## src/rtl/mdio_pkg.sv

```systemverilog
package mdio_pkg;

  localparam int FRAME_BITS = 64;
  localparam int TA_POS     = 46;
  localparam int DATA_POS   = 48;

  typedef struct packed {
    logic [4:0] phy;
    logic [4:0] regn;
    logic [3:0] crange;
    logic       wr;
    logic       busy;
  } ctrl_t;

  function automatic logic [7:0] mdc_ratio(input logic [3:0] code);
    logic [7:0] r;
    case (code)
      4'd0:    r = 8'd42;
      4'd1:    r = 8'd62;
      4'd2:    r = 8'd16;
      4'd3:    r = 8'd26;
      4'd4:    r = 8'd102;
      default: r = 8'd124;
    endcase
    return r;
  endfunction

  function automatic logic [FRAME_BITS-1:0] build_frame(input ctrl_t c,
                                                        input logic [15:0] d);
    logic [1:0] op;
    op = c.wr ? 2'b01 : 2'b10;
    return {32'hFFFF_FFFF, 2'b01, op, c.phy, c.regn, 2'b10, d};
  endfunction

endpackage

```

## src/rtl/mdio_clkgen.sv

```systemverilog
module mdio_clkgen #(
  parameter int CNT_W = 8
) (
  input  logic             clk,
  input  logic             rst,
  input  logic             en,
  input  logic [CNT_W-1:0] ratio,
  output logic             mdc,
  output logic             rise_stb,
  output logic             fall_stb
);
  logic [CNT_W-1:0] cnt;
  logic [CNT_W-1:0] half;

  assign half = ratio >> 1;

  always_comb begin
    rise_stb = en && (cnt == half - 1'b1);
    fall_stb = en && (cnt == ratio - 1'b1);
  end

  always_ff @(posedge clk) begin
    if (rst || !en) begin
      cnt <= '0;
      mdc <= 1'b0;
    end else if (fall_stb) begin
      cnt <= '0;
      mdc <= 1'b0;
    end else begin
      cnt <= cnt + 1'b1;
      if (rise_stb) mdc <= 1'b1;
    end
  end
endmodule

```

## src/rtl/mdio_frame.sv

```systemverilog
module mdio_frame
  import mdio_pkg::*;
#(
  parameter int NBITS = FRAME_BITS
) (
  input  logic             clk,
  input  logic             rst,
  input  logic             start,
  input  logic             is_read,
  input  logic [NBITS-1:0] frame_in,
  input  logic             rise_stb,
  input  logic             fall_stb,
  input  logic             mdio_i,
  output logic             mdio_o,
  output logic             mdio_oe,
  output logic [15:0]      rd_data,
  output logic             done
);
  localparam int RC_W = $clog2(NBITS + 1);

  logic [NBITS-1:0] sreg;
  logic [RC_W-1:0]  rc;
  logic             active;
  logic             rd_q;

  assign mdio_o = sreg[NBITS-1];
  assign done   = active && fall_stb && (rc == RC_W'(NBITS));

  always_ff @(posedge clk) begin
    if (rst) begin
      sreg    <= '0;
      rc      <= '0;
      active  <= 1'b0;
      rd_q    <= 1'b0;
      mdio_oe <= 1'b0;
      rd_data <= '0;
    end else if (start) begin
      sreg    <= frame_in;
      rc      <= '0;
      active  <= 1'b1;
      rd_q    <= is_read;
      mdio_oe <= 1'b1;
    end else if (active) begin
      if (rise_stb) begin
        rc <= rc + 1'b1;
        if (rd_q && rc >= RC_W'(DATA_POS))
          rd_data <= {rd_data[14:0], mdio_i};
      end
      if (fall_stb) begin
        if (rc == RC_W'(NBITS)) begin
          active  <= 1'b0;
          mdio_oe <= 1'b0;
        end else begin
          sreg <= sreg << 1;
          if (rd_q && rc >= RC_W'(TA_POS)) mdio_oe <= 1'b0;
        end
      end
    end
  end
endmodule

```

## src/rtl/mdio_master.sv

```systemverilog
module mdio_master
  import mdio_pkg::*;
#(
  parameter int CNT_W = 8
) (
  input  logic        clk,
  input  logic        rst,
  input  logic        reg_wr_en,
  input  logic        reg_sel,
  input  logic [15:0] reg_wdata,
  output logic [15:0] ctrl_rdata,
  output logic [15:0] data_rdata,
  output logic        mdc,
  output logic        mdio_o,
  output logic        mdio_oe,
  input  logic        mdio_i
);
  ctrl_t       ctrl_q;
  logic [15:0] data_q;
  logic        dummy_q;
  logic        idle;
  logic        ctrl_wr;
  logic        data_wr;
  logic        start;
  logic        clk_en;
  logic        rise_stb;
  logic        fall_stb;
  logic        frame_done;
  logic [15:0] rd_data_w;
  logic [CNT_W-1:0] ratio;
  ctrl_t       wr_word;

  assign wr_word    = ctrl_t'(reg_wdata);
  assign idle       = !ctrl_q.busy && !dummy_q;
  assign ctrl_wr    = reg_wr_en && !reg_sel;
  assign data_wr    = reg_wr_en && reg_sel;
  assign start      = ctrl_wr && idle && wr_word.busy;
  assign clk_en     = ctrl_q.busy || dummy_q;
  assign ratio      = CNT_W'(mdc_ratio(ctrl_q.crange));
  assign ctrl_rdata = 16'(ctrl_q);
  assign data_rdata = data_q;

  always_ff @(posedge clk) begin
    if (rst) begin
      ctrl_q  <= '0;
      data_q  <= '0;
      dummy_q <= 1'b0;
    end else begin
      if (ctrl_wr && idle) begin
        ctrl_q  <= wr_word;
        dummy_q <= !wr_word.busy;
      end
      if (data_wr && idle) data_q <= reg_wdata;
      if (frame_done) begin
        ctrl_q.busy <= 1'b0;
        if (!ctrl_q.wr) data_q <= rd_data_w;
      end
      if (dummy_q && fall_stb) dummy_q <= 1'b0;
    end
  end

  mdio_clkgen #(.CNT_W(CNT_W)) u_clk (
    .clk      (clk),
    .rst      (rst),
    .en       (clk_en),
    .ratio    (ratio),
    .mdc      (mdc),
    .rise_stb (rise_stb),
    .fall_stb (fall_stb)
  );

  mdio_frame #(.NBITS(FRAME_BITS)) u_frame (
    .clk      (clk),
    .rst      (rst),
    .start    (start),
    .is_read  (!wr_word.wr),
    .frame_in (build_frame(wr_word, data_q)),
    .rise_stb (rise_stb),
    .fall_stb (fall_stb),
    .mdio_i   (mdio_i),
    .mdio_o   (mdio_o),
    .mdio_oe  (mdio_oe),
    .rd_data  (rd_data_w),
    .done     (frame_done)
  );
endmodule

```

## config.mk

```make
export PLATFORM = sky130hd
export DESIGN_NAME = mdio_master
export DESIGN_NICKNAME = d
export VERILOG_FILES = /design/src/rtl/mdio_pkg.sv /design/src/rtl/mdio_clkgen.sv /design/src/rtl/mdio_frame.sv /design/src/rtl/mdio_master.sv
export SDC_FILE = /design/constraint.sdc
export NUM_CORES = 1
export LEC_CHECK = 0
export CORE_MARGIN = 4
export CORE_UTILIZATION = 42
export CTS_BUF_LIST = sky130_fd_sc_hd__clkbuf_8
export DETAILED_ROUTE_END_ITERATION = 10
export PLACE_DENSITY = 0.74
export SLEW_MARGIN = 10
export SYNTH_ARGS = -nofsm -noshare
export SYNTH_HDL_FRONTEND = slang
export SYNTH_SLANG_ARGS = --single-unit
```

## constraint.sdc

```tcl
create_clock -name clk -period 9.52 [get_ports clk]
set_input_delay 1.904 -clock clk [delete_from_list [all_inputs] [get_ports clk]]
set_output_delay 1.904 -clock clk [all_outputs]
set_load 0.02 [all_outputs]
```

# After elaboration in Yosys (flattened, before gate mapping)
# Index checks and enable logic that the tools add are counted.
[classes]
add_sub_neg = 4
order_cmp = 2
n_eq_ne = 8
mux = 18
bitwise_logic = 2
reduce_logical = 34
[ops]
columns = ["cell", "n"]
rows = [
  ["$mux 64", 4],
  ["$mux 16", 3],
  ["$pmux 7 s5", 1],
  ["$eq 8x8->1", 2],
  ["$ge 7x6->1 const B", 2],
  ["$logic_and 1x1->1", 13],
  ["$mux 1", 9],
  ["$reduce_and 3->1", 3],
  ["$add 8x1->8 const B", 1],
  ["$eq 4x2->1 const B", 2],
  ["$reduce_or 2->1", 4],
  ["$sub 7x1->8 const B", 1],
  ["$add 7x1->7 const B", 1],
  ["$eq 7x7->1 const B", 1],
  ["$sub 6x1->7 const B", 1],
  ["$logic_not 1->1", 6],
  ["$eq 4x1->1 const B", 1],
  ["$eq 4x3->1 const B", 1],
  ["$logic_not 4->1", 1],
  ["$reduce_and 4->1", 1],
  ["$reduce_bool 2->1", 2],
  ["$reduce_bool 3->1", 1],
  ["$logic_or 1x1->1", 2],
  ["$mux 2", 1],
  ["3 further kinds", 4],
]
[word_totals]
ff_bits = 132
in_bits = 21
output_inout_bits = 35
wordCells = 84

# Longest topological paths before layout
# Gate-level depths: netlist of run 1.
[logic_depth]
ltp_word = 8
ltp_mapped = 13
ltp_nobuf = 9

# By module
# Synthesis of run 1 repeated with hierarchy kept, for this count alone.
[hier_totals]
hier_cells = 792
area_unflattened_um2 = 6612.6
[by_module_without_submodules]
columns = ["mod", "instances", "cells_each", "area_per_inst_um2", "seq_area_each_um2"]
rows = [
  ["mdio_frame", 1, 504, 4252.8, 1801.7],
  ["mdio_master", 1, 181, 1448.9, 660.6],
  ["mdio_clkgen", 1, 107, 910.9, 180.2],
]

# Least setup slack after synthesis of run 1
# Ideal clock, no wire load.
[synth_path]
path_type = "input-to-reg"
start = "input port reg_sel"
end = "register u_frame.mdio_oe"
setup_time_ns = 0.081
arrival_time_ns = 3.682
t_required_ns = 9.439
slack_ns = 5.758
cell_stages = 7
n_path_buf = 3
cell_sequence = "nor4b_1 > and2_1 > clkbuf_1 > clkbuf_1 > buf_2 > o21ai_0 > a41oi_1"
[synth_via]
elab_chain_cells = 6
word_cells_on_any_way = 9
cone_classes = "mux (1); reduce/logical (8)"
[synth_rtl]
columns = ["element", "line_no", "source"]
rows = [
  ["start: declaration", "mdio_master.sv:9", "input logic reg_sel,"],
  ["$logic_not 1->1 *", "mdio_master.sv:35", "assign ctrl_wr = reg_wr_en && !reg_sel;"],
  ["$logic_and 1x1->1 *", "mdio_master.sv:35", ""],
  ["$logic_and 1x1->1 * (2 in series)", "mdio_master.sv:37", "assign start = ctrl_wr && idle && wr_word.busy;"],
  ["$reduce_bool 3->1 (no line) / $reduce_bool 2->1 (equally long branches)", "--", ""],
  ["$reduce_and 3->1 (no line)", "--", ""],
  ["end signal: assignment", "mdio_frame.sv:42", "mdio_oe <= 1'b1;"],
  ["end signal: assignment", "mdio_frame.sv:52", "mdio_oe <= 1'b0;"],
  ["end signal: assignment", "mdio_frame.sv:55", "if (rd_q && rc >= RC_W'(TA_POS)) mdio_oe <= 1'b0;"],
  ["end: declaration", "mdio_frame.sv:15", "output logic mdio_oe,"],
]
# Every way passes the cells marked *; elsewhere a longest branch is shown, timed or not.
# A chain may end at the register's enable or synchronous reset.

# Final worst setup path of run 1
[layout_path]
start = "register ctrl_q (netlist bit ctrl_rdata[2])"
end = "register u_frame.sreg[1]"
[layout_via]
elab_chain_cells = 7
word_cells_on_any_way = 11
cone_classes = "add/sub (1); eq/ne (5); mux (1); reduce/logical (4)"
[layout_rtl]
columns = ["element", "line_no", "source"]
rows = [
  ["start: declaration", "mdio_master.sv:18", "ctrl_t ctrl_q;"],
  ["start signal: assignment", "mdio_master.sv:50", "ctrl_q <= wr_word;"],
  ["$eq 4x3->1 (tied with other cells)", "mdio_pkg.sv:17", "case (code)"],
  ["$pmux 7 s5 *", "mdio_pkg.sv:17", ""],
  ["$sub 7x1->8 *", "mdio_clkgen.sv:19", "fall_stb = en && (cnt == ratio - 1'b1);"],
  ["$eq 8x8->1 *", "mdio_clkgen.sv:19", ""],
  ["$logic_and 1x1->1 *", "mdio_clkgen.sv:19", ""],
  ["$reduce_bool 2->1 (no line) *", "--", ""],
  ["$reduce_and 3->1 (no line) *", "--", ""],
  ["end signal: assignment", "mdio_frame.sv:38", "sreg <= frame_in;"],
  ["end signal: assignment", "mdio_frame.sv:54", "sreg <= sreg << 1;"],
  ["end: declaration", "mdio_frame.sv:21", "logic [NBITS-1:0] sreg;"],
]
# Marks and branches as above.

==> results of run 1 <==
[worst reg2reg max path, cell delays in order (launching register included)]
cell                        delay, ns
sky130_fd_sc_hd__dfxtp_1         0.50
sky130_fd_sc_hd__mux2_2          0.42
sky130_fd_sc_hd__or2_2           0.28
sky130_fd_sc_hd__ha_1            0.34
sky130_fd_sc_hd__xnor2_1         0.15
sky130_fd_sc_hd__a211oi_1        0.23
sky130_fd_sc_hd__o2111ai_1       0.23
sky130_fd_sc_hd__or4_2           0.71
sky130_fd_sc_hd__buf_4           0.34
sky130_fd_sc_hd__nand2_1         0.60
sky130_fd_sc_hd__o221a_2         0.31
[flip-flops by register name, summed over array words and instances (netlist names)]
name             flops
data_rdata          16
dummy_q              1
u_frame.sreg        64
u_clk.cnt            8
u_frame.mdio_oe      1
u_frame.rd_data     16
u_frame.active       1
u_frame.rc           7
u_clk.mdc            1
u_frame.rd_q         1
ctrl_rdata          16
[final timing paths]
kind | endpoint | slack, ns | depth (start not counted)
max reg2reg | u_frame.sreg[1] | 5.38 | 10
min reg2reg | u_frame.sreg[16] | 0.45 | 2
max | u_frame.sreg[1] | 5.38 | 10
min | u_frame.sreg[16] | 0.45 | 2
[cell families after synthesis]
group / after synthesis
mux: 50
flops: 132
simple gates: 307
xor+xnor: 17
compound gates: 97
fa+ha+maj: 4
buf+inv: 61
[Yosys cell counts, types with 4 or more instances]
master                     count  share of area
sky130_fd_sc_hd__nor4_1        4         0.0043
sky130_fd_sc_hd__inv_1         8         0.0052
sky130_fd_sc_hd__mux2_2       17          0.033
sky130_fd_sc_hd__ha_1          4         0.0087
sky130_fd_sc_hd__buf_2        12          0.010
sky130_fd_sc_hd__dfxtp_1     132           0.46
sky130_fd_sc_hd__a211oi_1      4         0.0052
sky130_fd_sc_hd__or3_1         7         0.0076
sky130_fd_sc_hd__nor2_1       86          0.056
sky130_fd_sc_hd__nand3_1      10         0.0087
sky130_fd_sc_hd__clkbuf_1     31          0.020
sky130_fd_sc_hd__nor3_1       77          0.067
sky130_fd_sc_hd__o21ai_0      17          0.015
sky130_fd_sc_hd__o21bai_1     12          0.016
sky130_fd_sc_hd__nand2_1      79          0.051
sky130_fd_sc_hd__nor2b_1      17          0.018
sky130_fd_sc_hd__and3_1        8         0.0087
sky130_fd_sc_hd__xnor2_1       8          0.012
sky130_fd_sc_hd__a21oi_1      26          0.023
sky130_fd_sc_hd__nand3b_1      4         0.0052
sky130_fd_sc_hd__o22ai_1      16          0.017
sky130_fd_sc_hd__a31oi_1       7         0.0076
sky130_fd_sc_hd__a31o_2        5         0.0076
sky130_fd_sc_hd__xor2_1        7          0.011
sky130_fd_sc_hd__mux2i_1      33          0.057
[cell type report]
cell class / count / share of cell area
multi-input cells: 475 / 0.424
flip-flops and latches: 132 / 0.397
repair buffers: 60 / 0.0880
clock buffers: 23 / 0.0476
well taps: 176 / 0.0331
clock inverters: 8 / 0.00527
inverters: 8 / 0.00451
[power breakdown]
part           switching [mW]  internal (mW)
Combinational          0.0597         0.0494
Sequential             0.0153          0.571
Clock                   0.194          0.215
Total                   0.269          0.836
[routing by layer]
metal  vias to the layer above  global-route usage
met4                         0              0.0580
met1                      2263               0.220
met5                         -                   0
met2                       111               0.277
li1                       2356                   -
met3                        20              0.0367
==> load_flow_metrics.sql, run 1 <==
INSERT INTO impl_metrics (metric_group, metric, value, unit) VALUES
('job', 'timing.max_cap.violations', '0', ''),
('worst_setup_path', 'critical_path_cell_by_cell', 'mux2_2 -> or2_2 -> ha_1 -> xnor2_1 -> a211oi_1 -> o2111ai_1 -> or4_2 -> buf_4 -> nand2_1 -> o221a_2', ''),
('floorplanning', 'core', '0.0133', 'sq mm'),
('place', 'place_ws', '5.23', 'ns'),
('cts', 'insertion_delay', '0.41', 'ns'),
('routing', 'routed_metal_1_wirelength', '6.20', 'mm'),
('floorplanning', 'die_h', '125', 'um'),
('worst_setup_path', 'worst-setup-path-type', 'flip-flop to flip-flop', ''),
('cells_and_area', 'final_non_filler_cell_area', '0.00665', 'sq mm'),
('logic_synthesis', 'synth_flop_cell', 'sky130_fd_sc_hd__dfxtp_1', ''),
('floorplanning', 'die-width', '125', 'um'),
('pwr', 'power_density', '166', 'mW/mm^2'),
('cts', 'cts_root_buffer', 'sky130_fd_sc_hd__clkbuf_8', ''),
('logic_synthesis', 'yosysSeqAreaShare', '0.458', ''),
('floorplanning', 'initial_utilization', '0.432', ''),
('logic_synthesis', 'synth.distinct_cells', '54', ''),
('logic_synthesis', 'synth.area.mux_share', '0.0905', ''),
('global_routing', 'grt-ovfl-total', '0', ''),
('cells_and_area', 'stdcell_count', '882', ''),
('place', 'dpl.hpwl', '8.70', 'mm'),
('routing', 'met2_wirelength', '6.30', 'mm'),
('routing', 'remaining_drc_errors', '0', ''),
('place', 'numPlacedInstances', '851', ''),
('worst_setup_path', 'worstSetupStartpointType', 'flip-flop', ''),
('logic_synthesis', 'ffs_latches_synth', '132', ''),
('sta', 'pin_slew_with_the_least_headroom_to_its_limit', '1.04', 'ns'),
('sta', 'final.setup.worst_slack', '5.38', 'ns'),
('place', 'routabilityCongestion', '0.830', ''),
('routing', 'met3WireLength', '522', 'um'),
('sta', 'max_clock_freq', '241', 'MHz'),
('cells_and_area', 'design.final.nets', '719', ''),
('cells_and_area', 'antennaDiodeCount', '0', ''),
('routing', 'postRouteAntennaNets', '0', ''),
('worst_setup_path', 'critical_path_sink_type', 'flip-flop', ''),
('logic_synthesis', 'synth_area_per_cell', '8.63', 'sq um'),
('routing', 'viasPerCell', '5.39', ''),
('worst_setup_path', 'crit_fanout', '58', ''),
('sta', 'period_needed', '4.14', 'ns'),
('pwr', 'report.power.total', '1.10', 'mW'),
('routing', 'drt-total-wl', '13.2', 'mm'),
('logic_synthesis', 'synth_edf_count', '0', ''),
('cells_and_area', 'post-route-util', '0.498', ''),
('floorplanning', 'die_area', '0.0157', 'sq mm'),
('floorplanning', 'io_pins', '56', ''),
('sta', 'fin_hold_ws', '0.453', 'ns'),
('cts', 'ctsHoldBuffers', '0', ''),
('routing', 'routed_wire_length_per_instance', '15.0', 'um'),
('sta', 'final.setup_skew', '0.00739', 'ns'),
('cts', 'cts_tree', 'yes', ''),
('worst_setup_path', 'slowest_delay', '0.71', 'ns'),
('logic_synthesis', 'async_reset_ff_frac', '0', ''),
('place', 'portBuffers', '55', ''),
('sta', 'fin_setup_tns', '0', 'ns'),
('floorplanning', 'rows', '42', ''),
('routing', 'drt-pass1-iter-count', '6', ''),
('logic_synthesis', 'synth-adder-area-share', '0.00868', ''),
('cts', 'cts_htree_levels', '4', ''),
('sta', 'timing.slew.headroom', '0.308', ''),
('logic_synthesis', 'yosys.area_share.xor_xnor', '0.0306', ''),
('routing', 'drt-initial-drc-count', '310', ''),
('outcome', 'outcome', 'complete, no violations', ''),
('min_path', 'worst_hold_path_type', 'flip-flop to flip-flop', ''),
('routing', 'highest_layer', 'met4', ''),
('global_routing', 'grt.total_usage', '0.169', ''),
('global_routing', 'antenna_violations_before_repair', '0', ''),
('sta', 'report.final.slew_viol_count', '0', ''),
('logic_synthesis', 'synth_compound_gate_area_share', '0.107', ''),
('worst_setup_path', 'crit_family', 'simple AND/OR/NAND/NOR gates', ''),
('place', 'placed_cell_area', '0.00630', 'sq mm'),
('cts', 'worst_setup_hold_path_clk_slew', '0.07', 'ns'),
('cts', 'clock_path_buffers', '2', '');
Note: power is estimated with default switching activity, not from simulation.
==> run 2: changes to the inputs <==
Clock period 9.52 ns to 4.2 ns, I/O delays scaled along.
==> run 2 against run 1 <==
Against the previous run: utilization grew 1.5 points; clock skew grew 0.0018 ns; cell area grew 3.0%; non-clock buffer count grew 4; worst hold slack lost 0.0025 ns; clock power grew to 3.3 times the previous value; cell count grew 0.57%; critical path type unchanged; critical endpoint is now u_frame.rd_data[13]; highest routed layer unchanged.
==> load_flow_metrics.sql, run 2 (synthesis gave the netlist of run 1 again) <==
INSERT INTO impl_metrics (metric_group, metric, value, unit) VALUES
('outcome', 'outcome', 'complete, no violations', ''),
('cts', 'cts_root_buffer', 'sky130_fd_sc_hd__clkbuf_8', ''),
('cells_and_area', 'final_non_filler_cell_area', '0.00686', 'sq mm'),
('cts', 'numClockSinks', '132', ''),
('min_path', 'worstHoldPathCells', '2', ''),
('cells_and_area', 'stdcell_count', '887', ''),
('min_path', 'min-delay-start', 'u_clk.mdc', ''),
('worst_setup_path', 'cp_data_arrival_time', '4.00', 'ns'),
('cells_and_area', 'layout_common_cells', 'sky130_fd_sc_hd__dfxtp_1 (132), sky130_fd_sc_hd__nor2_1 (86), sky130_fd_sc_hd__nand2_1 (79), sky130_fd_sc_hd__nor3_1 (77), sky130_fd_sc_hd__clkdlybuf4s50_1 (54)', ''),
('cells_and_area', 'most_common_cell_after_layout_fill_and_taps_aside', 'sky130_fd_sc_hd__dfxtp_1', ''),
('pwr', 'power_density', '430', 'mW/mm^2'),
('cells_and_area', 'layout-area-overhead-vs-synth', '18.9', '%'),
('floorplanning', 'die-width', '125', 'um'),
('place', 'routabilityCongestion', '0.937', ''),
('global_routing', 'global_route_wire_length_before_repair', '22.6', 'mm'),
('cts', 'insertion_delay', '0.44', 'ns'),
('floorplanning', 'core', '0.0133', 'sq mm'),
('floorplanning', 'rows', '42', ''),
('global_routing', 'grt.total_usage', '0.176', ''),
('cells_and_area', 'post_route_cells_drive_above_1_share', '0.105', ''),
('sta', 'pin_slew_with_the_least_headroom_to_its_limit', '1.04', 'ns'),
('global_routing', 'via_count_of_the_first_global_routing_pass', '4595', ''),
('pwr', 'peakVddDrop', '0.000248', 'V'),
('job', 'timing.max_cap.violations', '0', ''),
('routing', 'vias_post_dr', '4808', ''),
('global_routing', 'grt_start_max_net_pins', '65', ''),
('sta', 'timing.slew.headroom', '0.304', ''),
('floorplanning', 'initial_utilization', '0.432', ''),
('routing', 'remaining_drc_errors', '0', ''),
('cells_and_area', 'largest_register_ff_count', '64', ''),
('worst_setup_path', 'data_required_time_at_the_worst_endpoint', '4.50', 'ns'),
('cts', 'cts-resized-gates', '0', ''),
('worst_setup_path', 'worst-setup-path-type', 'flip-flop to flip-flop', ''),
('min_path', 'worst_hold_path_type', 'flip-flop to flip-flop', ''),
('floorplanning', 'die_h', '125', 'um'),
('routing', 'viasPerCell', '5.42', ''),
('routing', 'drt-initial-drc-count', '276', ''),
('worst_setup_path', 'crit_fanout', '16', ''),
('sta', 'final.setup_skew', '0.00922', 'ns'),
('cts', 'cts_buffers', '17', ''),
('worst_setup_path', 'worstSetupStartpointType', 'flip-flop', ''),
('routing', 'postRouteAntennaNets', '0', ''),
('floorplanning', 'io_pins', '56', ''),
('sta', 'report.final.slew_viol_count', '0', ''),
('cts', 'cts_htree_levels', '4', ''),
('global_routing', 'antenna_violations_before_repair', '0', ''),
('worst_setup_path', 'r2r_start', 'ctrl_rdata[2]', ''),
('routing', 'routed_wire_length_per_instance', '15.4', 'um'),
('cells_and_area', 'antennaDiodeCount', '0', ''),
('routing', 'drt-pass1-iter-count', '4', ''),
('cts', 'ctsHoldBuffers', '0', ''),
('place', 'placed_cell_area', '0.00633', 'sq mm'),
('cts', 'clock_path_buffers', '2', ''),
('worst_setup_path', 'timing.reg2reg.setup_slack', '0.50', 'ns'),
('routing', 'drt-total-wl', '13.7', 'mm'),
('sta', 'max_clock_freq', '270', 'MHz'),
('cells_and_area', 'largest-register', 'u_frame.sreg', ''),
('sta', 'rsz0062_at_grt', 'no', ''),
('place', 'portBuffers', '55', ''),
('sta', 'timing_hold_violations_final', '0', ''),
('sta', 'layout_worst_path_cycle_share', '0.882', ''),
('place', 'dpl.hpwl', '9.12', 'mm'),
('place', 'numPlacedInstances', '855', ''),
('cts', 'cts_setup_buffers', '0', ''),
('sta', 'period_needed', '3.70', 'ns'),
('cts', 'cts_tree', 'yes', ''),
('sta', 'fin_setup_tns', '0', 'ns'),
('sta', 'finalSetupViolCount', '0', ''),
('worst_setup_path', 'r2r-end', 'u_frame.rd_data[13]', ''),
('cts', 'worst_setup_hold_path_clk_slew', '0.07', 'ns'),
('min_path', 'hold_end', 'u_clk.mdc', ''),
('pwr', 'leakage', '2.67', 'nW'),
('global_routing', 'grt-ovfl-total', '0', ''),
('floorplanning', 'die_area', '0.0157', 'sq mm'),
('cells_and_area', 'design.final.nets', '723', ''),
('worst_setup_path', 'r2r.worst_path.cells', '9', ''),
('worst_setup_path', 'critical_path_sink_type', 'flip-flop', '');
[run 2: cell types whose count changed in the layout (fill, tap and decap cells not counted)]
| cell | delta |
|---|---|
| sky130_fd_sc_hd__bufinv_16 | +7 |
| sky130_fd_sc_hd__buf_4 | +4 |
| sky130_fd_sc_hd__inv_1 | -4 |
| sky130_fd_sc_hd__clkbuf_8 | -3 |
| sky130_fd_sc_hd__clkinv_2 | -3 |
| sky130_fd_sc_hd__clkinv_4 | +3 |
| sky130_fd_sc_hd__clkinvlp_4 | +1 |
[run 2: routing by layer]
| metal | vias to the layer above | global-route usage | share of wire |
|---|---|---|---|
| li1 | 2368 | - | - |
| met1 | 2309 | 0.224 | 0.45 |
| met2 | 109 | 0.282 | 0.48 |
| met3 | 22 | 0.0554 | 0.049 |
| met4 | 0 | 0.0612 | 0.021 |
| met5 | - | 0 | 0 |
[run 2: power breakdown]
group / switching, mW / internal, mW / leakage (nW)
registers: 0.0332 / 1.29 / 1.07
clock network: 0.495 / 0.876 / 0.259
logic: 0.138 / 0.113 / 1.33
[run 2: layout make-up]
cell class,instances,area [sq um]
clock inverter,12,249
tap,176,220
inverter,8,30.0
multi-input combinational,475,2820
clock buffer,20,275
timing repair buffer,64,616
sequential,132,2640
fill,1252,6490
[run 2: worst max path at each step]
stage                  start             endpoint  slack [ns]  cells past startpoint
2_1_floorplan  ctrl_rdata[2]   u_frame.rd_data[6]        0.91                     11
3_3_place_gp   ctrl_rdata[2]     u_frame.sreg[14]        0.65                      9
3_5_place_dp   ctrl_rdata[2]   u_frame.rd_data[8]        0.54                      9
4_1_cts        ctrl_rdata[2]  u_frame.rd_data[13]        0.50                      9
5_1_grt        ctrl_rdata[2]      u_frame.sreg[7]        0.27                      9
6_report       ctrl_rdata[2]  u_frame.rd_data[13]        0.50                      9
[run 2: per-stage QoR]
step	utilization	setup slack (ns)	hold WS [ns]	total power, mW
3_3_place_gp	0.474	0.652	0.436	1.60
5_1_grt	0.514	0.270	0.461	3.05
4_1_cts	0.514	0.498	0.456	2.97
2_1_floorplan	-	0.907	0.432	1.51
6_report	0.514	0.497	0.451	2.95
3_5_place_dp	0.474	0.543	0.444	1.61
[run 2: worst max-delay path, stage by stage (launching register included)]
cell and delay, ns:
sky130_fd_sc_hd__dfxtp_1 0.45, sky130_fd_sc_hd__mux2_2 0.40, sky130_fd_sc_hd__or2_2 0.29, sky130_fd_sc_hd__ha_1 0.34, sky130_fd_sc_hd__xnor2_1 0.14, sky130_fd_sc_hd__a2111o_1 0.37, sky130_fd_sc_hd__a211oi_2 0.29, sky130_fd_sc_hd__or4b_1 0.90
sky130_fd_sc_hd__mux2i_1 0.32, sky130_fd_sc_hd__nor2_1 0.07
==> run 3: changes to the inputs <==
Settings changed: GPL_TIMING_DRIVEN from default to 0.
==> run 3 against run 2 <==
Against the previous run: sequential power about the same; critical path depth grew 2; worst hold slack better by 0.0030 ns; routed wire length increased by 7.1%; critical endpoint is now u_frame.sreg[22]; largest power group is now registers.
==> load_flow_metrics.sql, run 3 (synthesis gave the netlist of run 1 again) <==
INSERT INTO impl_metrics (metric_group, metric, value, unit) VALUES
('outcome', 'outcome', 'complete, no violations', ''),
('sta', 'rsz0062_at_grt', 'no', ''),
('floorplanning', 'die_area', '0.0157', 'sq mm'),
('cts', 'numClockSinks', '132', ''),
('place', 'dpl.hpwl', '10.3', 'mm'),
('sta', 'fin_setup_tns', '0', 'ns'),
('worst_setup_path', 'crit_cells', '11', ''),
('worst_setup_path', 'crit_fanout', '10', ''),
('routing', 'remaining_drc_errors', '0', ''),
('worst_setup_path', 'r2r-end', 'u_frame.sreg[22]', ''),
('worst_setup_path', 'worstSetupStartpointType', 'flip-flop', ''),
('cells_and_area', 'largest_register_ff_count', '64', ''),
('pwr', 'peakVddDrop', '0.000261', 'V'),
('worst_setup_path', 'end_point_of_the_critical_path', 'u_frame.sreg[22]', ''),
('global_routing', 'globalRoute.busiestLayer', 'met2', ''),
('worst_setup_path', 'r2r.worst_path.cells', '11', ''),
('cells_and_area', 'most_common_cell_after_layout_fill_and_taps_aside', 'sky130_fd_sc_hd__dfxtp_1', ''),
('cells_and_area', 'layout-area-overhead-vs-synth', '19.1', '%'),
('sta', 'report.final.slew_viol_count', '0', ''),
('cells_and_area', 'design.final.nets', '766', ''),
('sta', 'timing.slew.headroom', '0.229', ''),
('worst_setup_path', 'critical_path_sink_type', 'flip-flop', ''),
('cts', 'worst_setup_hold_path_clk_slew', '0.07', 'ns'),
('cts', 'cts_setup_buffers', '0', ''),
('worst_setup_path', 'data_required_time_at_the_worst_endpoint', '4.53', 'ns'),
('sta', 'period_needed', '3.64', 'ns'),
('cts', 'insertion_delay', '0.45', 'ns'),
('worst_setup_path', 'timing.reg2reg.setup_slack', '0.56', 'ns'),
('global_routing', 'via_count_of_the_first_global_routing_pass', '4790', ''),
('global_routing', 'global_route_wire_length_before_repair', '24.4', 'mm'),
('floorplanning', 'rows', '42', ''),
('routing', 'vias_post_dr', '5039', ''),
('pwr', 'power_density', '368', 'mW/mm^2'),
('worst_setup_path', 'worst-setup-path-type', 'flip-flop to flip-flop', ''),
('worst_setup_path', 'origin_of_the_worst_setup_path', 'ctrl_rdata[2]', ''),
('sta', 'final.setup_skew', '0.0113', 'ns'),
('cts', 'clock_path_buffers', '2', ''),
('global_routing', 'gr-usage-met3', '0.0495', ''),
('cells_and_area', 'post_route_cells_drive_above_1_share', '0.102', ''),
('floorplanning', 'die_h', '125', 'um'),
('pwr', 'leakage', '2.69', 'nW'),
('floorplanning', 'initial_utilization', '0.432', ''),
('job', 'timing.max_cap.violations', '0', ''),
('place', 'numPlacedInstances', '898', ''),
('place', 'portBuffers', '54', ''),
('cts', 'cts_tree', 'yes', ''),
('min_path', 'worst_hold_path_type', 'flip-flop to flip-flop', ''),
('worst_setup_path', 'critPathBufInv', '2', ''),
('global_routing', 'gr-usage-met2', '0.296', ''),
('cts', 'cts_htree_levels', '4', ''),
('sta', 'max_clock_freq', '275', 'MHz'),
('global_routing', 'grt-ovfl-total', '0', ''),
('global_routing', 'met1_global_route_usage', '0.255', ''),
('worst_setup_path', 'slowest_cp_cell', 'sky130_fd_sc_hd__or4_1', ''),
('cts', 'ctsHoldBuffers', '0', ''),
('place', 'routabilityCongestion', '0.863', ''),
('cells_and_area', 'post-route-util', '0.514', ''),
('worst_setup_path', 'critical_path_cell_by_cell', 'mux2_2 -> or2_2 -> ha_1 -> xnor2_1 -> a211oi_1 -> o2111ai_1 -> or4_1 -> clkbuf_1 -> nand2_1 -> buf_2 -> o21bai_1', ''),
('sta', 'timing_hold_violations_final', '0', ''),
('floorplanning', 'io_pins', '56', ''),
('cts', 'cts-resized-gates', '0', ''),
('sta', 'pin_slew_with_the_least_headroom_to_its_limit', '1.14', 'ns'),
('routing', 'postRouteAntennaNets', '0', ''),
('floorplanning', 'die-width', '125', 'um'),
('global_routing', 'grt_start_max_net_pins', '17', ''),
('global_routing', 'grt.total_usage', '0.190', ''),
('routing', 'drt-total-wl', '14.6', 'mm'),
('routing', 'viasPerCell', '5.42', ''),
('sta', 'finalSetupViolCount', '0', ''),
('sta', 'layout_worst_path_cycle_share', '0.867', ''),
('routing', 'drt-initial-drc-count', '381', ''),
('cts', 'cts_buffers', '17', ''),
('cells_and_area', 'stdcell_count', '930', ''),
('worst_setup_path', 'cp_data_arrival_time', '3.97', 'ns'),
('cts', 'cts_root_buffer', 'sky130_fd_sc_hd__clkbuf_8', ''),
('worst_setup_path', 'r2r_start', 'ctrl_rdata[2]', ''),
('global_routing', 'antenna_violations_before_repair', '0', ''),
('place', 'placed_cell_area', '0.00653', 'sq mm'),
('floorplanning', 'core', '0.0133', 'sq mm'),
('routing', 'routed_wire_length_per_instance', '15.8', 'um'),
('cells_and_area', 'largest-register', 'u_frame.sreg', ''),
('cells_and_area', 'layout_common_cells', 'sky130_fd_sc_hd__dfxtp_1 (132), sky130_fd_sc_hd__nor2_1 (86), sky130_fd_sc_hd__nand2_1 (79), sky130_fd_sc_hd__nor3_1 (77), sky130_fd_sc_hd__clkdlybuf4s50_1 (54)', ''),
('worst_setup_path', 'crit_family', 'simple AND/OR/NAND/NOR gates', ''),
('sta', 'fin_hold_ws', '0.454', 'ns'),
('worst_setup_path', 'slowest_delay', '0.57', 'ns'),
('cells_and_area', 'final_non_filler_cell_area', '0.00687', 'sq mm'),
('cells_and_area', 'antennaDiodeCount', '0', ''),
('routing', 'drt-pass1-iter-count', '5', '');
==> run 3: cell type report <==
cell class                 instances  area [sq um]
inverter                           8          30.0
buffer                            53           284
fill                            1280          6480
multi-input combinational        475          2810
sequential                       132          2640
clock buffer                      20           275
clock inverter                    12          66.3
tap                              176           220
timing repair buffer              54           541
==> run 3: how the worst min path moves through the flow <==
stage	startpoint	cells after the start	end	slack, ns
after global placement	u_clk.mdc	2	u_clk.mdc	0.43
after detailed placement	u_clk.mdc	2	u_clk.mdc	0.45
final	u_clk.mdc	2	u_clk.mdc	0.45
after CTS	u_clk.mdc	2	u_clk.mdc	0.46
after floorplan	u_frame.sreg[16]	2	u_frame.sreg[16]	0.43
after global routing	u_clk.mdc	2	u_clk.mdc	0.48
==> run 3: stage by stage <==
stage | setup WS [ns] | power (mW)
floorplan | 0.907 | 1.51
global placement | 0.395 | 1.61
detailed placement | 0.419 | 1.62
CTS | 0.565 | 2.53
global route | 0.239 | 2.62
finish | 0.558 | 2.53
==> run 3: metal layers <==
metal  part of all wire  routed length [um]  vias up
met5                  0                   0        -
met4              0.020                 297        0
met3              0.072                1060       27
met2               0.45                6650      205
met1               0.45                6640     2359
li1                   -                   -     2448
==> run 3: power breakdown <==
part	leakage (nW)	switching [mW]	internal, mW
registers	1.07	0.0328	1.29
logic	1.43	0.146	0.118
clock network	0.192	0.493	0.443
total	2.69	0.672	1.86
==> run 3: worst register-to-register path, delay by kind of cell, from the launching register on <==
kind	cells	cell delay, ns
and+or+nand+nor	3	1.15
buffers and inverters	2	0.45
DFF	1	0.48
muxes	1	0.41
xor gates and xnor gates	1	0.14
AOI/OAI and AO/OA	3	0.54
adders and majority gates	1	0.35
